## src/rtl/irq_cpu_pkg.sv

```systemverilog
package irq_cpu_pkg;
  localparam int ID_W     = 10;
  localparam int CPU_W    = 3;
  localparam int NUM_SGI  = 16;
  localparam logic [ID_W-1:0] SPURIOUS_ID = 10'd1023;

  typedef enum logic [1:0] {
    REG_CTRL  = 2'd0,
    REG_PMASK = 2'd1,
    REG_CLAIM = 2'd2,
    REG_DONE  = 2'd3
  } reg_sel_e;
endpackage

```

## src/rtl/cpuif_cfg.sv

```systemverilog
module cpuif_cfg #(
  parameter int PRIO_W = 8
) (
  input  logic              clk_i,
  input  logic              rst_ni,
  input  logic              wr_en_i,
  input  logic [1:0]        wr_addr_i,
  input  logic [31:0]       wr_data_i,
  output logic              en_o,
  output logic [PRIO_W-1:0] pmask_o
);
  import irq_cpu_pkg::*;

  always_ff @(posedge clk_i or negedge rst_ni) begin
    if (!rst_ni) begin
      en_o    <= 1'b0;
      pmask_o <= '0;
    end else if (wr_en_i) begin
      if (wr_addr_i == REG_CTRL)  en_o    <= wr_data_i[0];
      if (wr_addr_i == REG_PMASK) pmask_o <= wr_data_i[PRIO_W-1:0];
    end
  end
endmodule

```

## src/rtl/cpuif_arb.sv

```systemverilog
module cpuif_arb #(
  parameter int NUM_SRC = 64,
  parameter int PRIO_W  = 8,
  localparam int SRC_W  = $clog2(NUM_SRC)
) (
  input  logic [NUM_SRC-1:0]             cand_i,
  input  logic [NUM_SRC-1:0][PRIO_W-1:0] prio_i,
  input  logic [PRIO_W-1:0]              pmask_i,
  output logic                           found_o,
  output logic [SRC_W-1:0]               win_o
);
  logic [PRIO_W-1:0] best_prio;

  // strict less-than keeps the lowest index on ties
  always_comb begin
    found_o   = 1'b0;
    win_o     = '0;
    best_prio = '1;
    for (int i = 0; i < NUM_SRC; i++) begin
      if (cand_i[i] && (prio_i[i] < pmask_i) &&
          (!found_o || (prio_i[i] < best_prio))) begin
        found_o   = 1'b1;
        win_o     = SRC_W'(i);
        best_prio = prio_i[i];
      end
    end
  end
endmodule

```

## src/rtl/cpuif_active.sv

```systemverilog
module cpuif_active #(
  parameter int NUM_SRC = 64,
  localparam int SRC_W  = $clog2(NUM_SRC)
) (
  input  logic               clk_i,
  input  logic               rst_ni,
  input  logic               set_i,
  input  logic [SRC_W-1:0]   set_idx_i,
  input  logic               clr_i,
  input  logic [SRC_W-1:0]   clr_idx_i,
  output logic [NUM_SRC-1:0] active_o
);
  for (genvar g = 0; g < NUM_SRC; g++) begin : g_bit
    logic hit_set, hit_clr;
    assign hit_set = set_i && (set_idx_i == SRC_W'(g));
    assign hit_clr = clr_i && (clr_idx_i == SRC_W'(g));
    always_ff @(posedge clk_i or negedge rst_ni) begin
      if (!rst_ni)      active_o[g] <= 1'b0;
      else if (hit_set) active_o[g] <= 1'b1;
      else if (hit_clr) active_o[g] <= 1'b0;
    end
  end
endmodule

```

## src/rtl/irq_cpu_port.sv

```systemverilog
module irq_cpu_port #(
  parameter int NUM_SRC = 64,
  parameter int PRIO_W  = 8,
  parameter int MAX_ID  = 510
) (
  input  logic                      clk_i,
  input  logic                      rst_ni,
  input  logic                      wr_en_i,
  input  logic [1:0]                wr_addr_i,
  input  logic [31:0]               wr_data_i,
  input  logic                      rd_en_i,
  input  logic [1:0]                rd_addr_i,
  output logic [31:0]               rd_data_o,
  input  logic [NUM_SRC-1:0]        pend_i,
  input  logic [NUM_SRC*PRIO_W-1:0] prio_i,
  input  logic [47:0]               sgi_src_i,
  output logic                      irq_o,
  output logic                      ack_o,
  output logic [9:0]                ack_id_o,
  output logic                      eoi_o,
  output logic [9:0]                eoi_id_o
);
  import irq_cpu_pkg::*;

  localparam int SRC_W = $clog2(NUM_SRC);
  localparam logic [ID_W:0] SRC_LIMIT = (ID_W+1)'(NUM_SRC);
  localparam logic [ID_W-1:0] ID_TOP  = ID_W'(MAX_ID);

  logic                           en_q;
  logic [PRIO_W-1:0]              pmask_q;
  logic [NUM_SRC-1:0]             active_q;
  logic [NUM_SRC-1:0][PRIO_W-1:0] prio_arr;
  logic [NUM_SGI-1:0][CPU_W-1:0]  sgi_arr;
  logic                           found;
  logic [SRC_W-1:0]               win_idx;
  logic [ID_W-1:0]                win_id;
  logic                           in_range;
  logic                           claim_rd, claim_go;
  logic                           done_wr, done_go;
  logic [ID_W-1:0]                done_id;
  logic [CPU_W-1:0]               win_cpu;
  logic [31:0]                    rd_next;

  assign prio_arr = prio_i;
  assign sgi_arr  = sgi_src_i;

  cpuif_cfg #(.PRIO_W(PRIO_W)) u_cfg (
    .clk_i, .rst_ni,
    .wr_en_i, .wr_addr_i, .wr_data_i,
    .en_o    (en_q),
    .pmask_o (pmask_q)
  );

  cpuif_arb #(.NUM_SRC(NUM_SRC), .PRIO_W(PRIO_W)) u_arb (
    .cand_i  (pend_i & ~active_q),
    .prio_i  (prio_arr),
    .pmask_i (pmask_q),
    .found_o (found),
    .win_o   (win_idx)
  );

  assign win_id = ID_W'(win_idx);

  if (NUM_SRC > MAX_ID + 1) begin : g_rchk
    assign in_range = (win_id <= ID_TOP);
  end else begin : g_nochk
    assign in_range = 1'b1;
  end

  assign irq_o    = en_q && found;
  assign claim_rd = rd_en_i && (rd_addr_i == REG_CLAIM);
  assign claim_go = claim_rd && irq_o && in_range;
  assign done_wr  = wr_en_i && (wr_addr_i == REG_DONE);
  assign done_id  = wr_data_i[ID_W-1:0];
  assign done_go  = done_wr && ({1'b0, done_id} < SRC_LIMIT);
  assign win_cpu  = (win_id < ID_W'(NUM_SGI)) ? sgi_arr[win_idx[3:0]] : '0;

  cpuif_active #(.NUM_SRC(NUM_SRC)) u_act (
    .clk_i, .rst_ni,
    .set_i     (claim_go),
    .set_idx_i (win_idx),
    .clr_i     (done_go),
    .clr_idx_i (done_id[SRC_W-1:0]),
    .active_o  (active_q)
  );

  always_comb begin
    rd_next = '0;
    unique case (rd_addr_i)
      REG_CTRL:  rd_next = {31'b0, en_q};
      REG_PMASK: rd_next = 32'(pmask_q);
      REG_CLAIM: rd_next = claim_go ? {19'b0, win_cpu, win_id} : 32'(SPURIOUS_ID);
      REG_DONE:  rd_next = '0;
      default:   rd_next = '0;
    endcase
  end

  always_ff @(posedge clk_i or negedge rst_ni) begin
    if (!rst_ni) begin
      rd_data_o <= '0;
      ack_o     <= 1'b0;
      ack_id_o  <= '0;
      eoi_o     <= 1'b0;
      eoi_id_o  <= '0;
    end else begin
      if (rd_en_i) rd_data_o <= rd_next;
      ack_o <= claim_go;
      eoi_o <= done_go;
      if (claim_go) ack_id_o <= win_id;
      if (done_go)  eoi_id_o <= done_id;
    end
  end
endmodule

```

## config.mk

```make
export PLATFORM = sky130hd
export DESIGN_NAME = irq_cpu_port
export DESIGN_NICKNAME = d
export VERILOG_FILES = /design/src/rtl/irq_cpu_pkg.sv /design/src/rtl/cpuif_cfg.sv /design/src/rtl/cpuif_arb.sv /design/src/rtl/cpuif_active.sv /design/src/rtl/irq_cpu_port.sv
export SDC_FILE = /design/constraint.sdc
export NUM_CORES = 2
export LEC_CHECK = 0
export BUFFER_PORTS_ARGS = -buffer_cell sky130_fd_sc_hd__buf_4
export CORE_AREA = 5 5 318 320
export CTS_CLUSTER_DIAMETER = 60
export DETAILED_ROUTE_END_ITERATION = 6
export DIE_AREA = 0 0 323 325
export GPL_TIMING_DRIVEN = 0
export PLACE_DENSITY_LB_ADDON = 0.1
export SYNTH_ARGS = -nofsm -noshare
export SYNTH_HDL_FRONTEND = slang
export SYNTH_SLANG_ARGS = --single-unit
```

## constraint.sdc

```tcl
create_clock -name clk_i -period 306.4 [get_ports clk_i]
set_input_delay 61.28 -clock clk_i [delete_from_list [all_inputs] [get_ports clk_i]]
set_output_delay 61.28 -clock clk_i [all_outputs]
set_load 0.01 [all_outputs]
```

==> results_dict.tcl <==
set metrics [dict create \
    synth_cell_type_count 153 \
    ys_top_cells_by_count "ha_1, nand2_1, o21ai_0" \
    post_cts_resize_count 0 \
    coreArea_um2 97800 \
    grt_pass1_wl_um 249000 \
    drc 0 \
    rsz0062_at_grt "no" \
    fp-row-count 115 \
    min_period_ns 209.68 \
    synth-edff-count 0 \
    cts_buffer_depth 2 \
    netlist.area_leader.share 0.247 \
    initial_core_util 0.397 \
    drive_gt1_frac 0.175 \
    avgSynthCellArea_um2 7.38 \
    drt_pre_antenna_iters 5 \
    clk_latency_ns 0.36 \
    io_buffers 669 \
    synth.most_common_cell "ha_1" \
    grt.total_usage 0.301 \
    stdcell_count 7317 \
    synth-async-reset-ratio 1.00 \
    hold_viol_final 0 \
    post-route-util 0.473 \
    die_h_um 325 \
    timing.rr.end "u_act.active_o[57]" \
    grt_max_degree 104 \
    finalCritPeriodShare 0.684 \
    worstPathArrival_ns 209.98 \
    routed_wirelength_um 168000 \
    die_area_um2 105000 \
    clock-sinks 103 \
    grt_pass1_vias 40700 \
    ant_nets 0 \
    synth_area_leaders "ha_1, dfrtp_1, o21ai_0, a21oi_1, nand2_1" \
    critPathSlowestCell "a221oi_1" \
    post_synth_inst_count 5272 \
    critPathMaxFanout 10 \
    h-tree-depth 3 \
    cp-start-kind "input port" \
    cts-root-buf "clkbuf_16" \
    setup_viol_count_final 0 \
    crit_path_start "prio_i[7]" \
    rr_startpoint "u_cfg.pmask_o[2]" \
    cpPeakStageDelay_ns 0.71 \
    vias_per_cell 5.89 \
    drt_iter0_drc 3151 \
    worstSetupEndpointType "register" \
    r2r_slack_ns 156.87 \
    crit_end "u_act.active_o[57]" \
    critPathKind "input port to register" \
    overflow 0 \
    drv_slew 0 \
    required_ns 306.69 \
    fill_cells 10100 \
    area_growth_pct 18.9 \
    place_congestion 0.941 \
    routedWlPerCell_um 23.0 \
    die_w_um 323 \
    worstMarginPinSlew_ns 1.12 \
    antenna_found_initial 55 \
    post-cts-setup-buffers 0 \
    maxClockFrequency_mhz 4.77 \
    clk_pin_slew_ns 0.08 \
    io-pin-count 719 \
    r2r_cells 704 \
    postCtsHoldBufs 0 \
    slew_headroom 0.247 \
    dp_hpwl_um 142000 \
    place_inst 7257 \
    syn_area_um2 38900 \
    synth-seq-cells 103 \
    status "completed" \
    cts_made_buffers 9 \
    critPathBufInv 97 \
    cp_common_cell "a21oi_1" \
    placed_area_um2 45800 \
    hp-class "register to register" \
    yosysTopAreaCell "ha_1" \
    synth_seq_area_share 0.0663 \
    max_cap_violations 0 \
    vias 43100 \
    setup-tns-final_ns 0 \
    worst_path_dominant_cell_family "compound AO/OA/AOI/OAI gates" \
    skew_ns 0.0195 \
    synth_flop_cell "dfrtp_1" \
    ys.warnings.count 0 \
    path_depth 704 \
    nets 7413 \
    final_area_um2 46200 \
    cts_tree "done" \
    min_path_cells 2 \
]
==> routing by layer <==
layer  share of wire  track usage  routed length [µm]
met5          0.0013            0                 211
met4           0.022       0.0680                3680
met3           0.058       0.0418                9790
met2            0.46        0.502               77500
met1            0.46        0.413               77100
==> worst reg2reg max path, delay by kind of cell, from the launching register on <==
kind	cells	cell delay, ns
buffers and inverters	97	22.23
AO/OA/AOI/OAI	339	71.82
adder cells (fa/ha/maj)	64	19.09
multiplexers	23	6.56
AND/OR/NAND/NOR	181	29.30
flip-flops	1	0.43
==> layout by cell type, fill, tap and decap left out, types with 144 or more instances in the layout <==
cell / n
buf_4: 716
nand2_1: 477
nor2b_1: 194
nand2b_1: 144
a21o_1: 189
inv_1: 298
a21oi_1: 456
nor2_1: 414
ha_1: 767
o21ai_0: 458
==> cells by family (layout without fill, tap and decap cells) <==
| logic type | count (synthesis) | count (layout) | synth area share |
|---|---|---|---|
| other cells | 1 | 66 | 0.0000964 |
| fa+ha+maj | 815 | 815 | 0.259 |
| compound gates | 1848 | 1848 | 0.323 |
| mux | 218 | 218 | 0.0606 |
| xor+xnor | 30 | 30 | 0.00695 |
| simple gates | 1796 | 1796 | 0.233 |
| buf+inv | 461 | 1154 | 0.0514 |
| flops | 103 | 103 | 0.0663 |
==> flip-flops by register name (all words and copies together), names as in the netlist <==
name / cells
eoi_id_o: 10
u_cfg.pmask_o: 8
u_act.active_o: 64
rd_data_o: 12
u_cfg.en_o: 1
eoi_o: 1
ack_o: 1
ack_id_o: 6
==> stage by stage <==
stage / hold slack (ns) / worst slack, ns
global route: 0.523 / 84.24
floorplan: 0.467 / 123.74
finish: 0.483 / 96.72
CTS: 0.488 / 98.33
detailed placement: 0.469 / 98.38
global placement: 0.461 / 99.61
==> how the worst min path moves through the flow <==
stage	slack, ns	end	startpoint
floorplan	0.47	u_act.active_o[33]	u_act.active_o[33]
CTS	0.49	eoi_id_o[2]	eoi_id_o[2]
global placement	0.46	eoi_id_o[0]	eoi_id_o[0]
finish	0.48	eoi_id_o[4]	eoi_id_o[4]
global route	0.52	eoi_id_o[2]	eoi_id_o[2]
detailed placement	0.47	eoi_id_o[2]	eoi_id_o[2]
==> cell type report <==
class                   instances  area [µm²]  area share
diodes                         43         108     0.00233
plain buffers                 153         843      0.0182
clock buffers                   9         225     0.00487
clock inverters                 7        66.3     0.00143
inverters                     308        1170      0.0254
multi-input cells            4730       34400       0.744
flip-flops and latches        103        2580      0.0557
well taps                    1287        1610      0.0348
repair buffers                677        5250       0.113
Power is not shown: default switching activity piles up to over one toggle a cycle in this logic, so the estimate is an artifact.
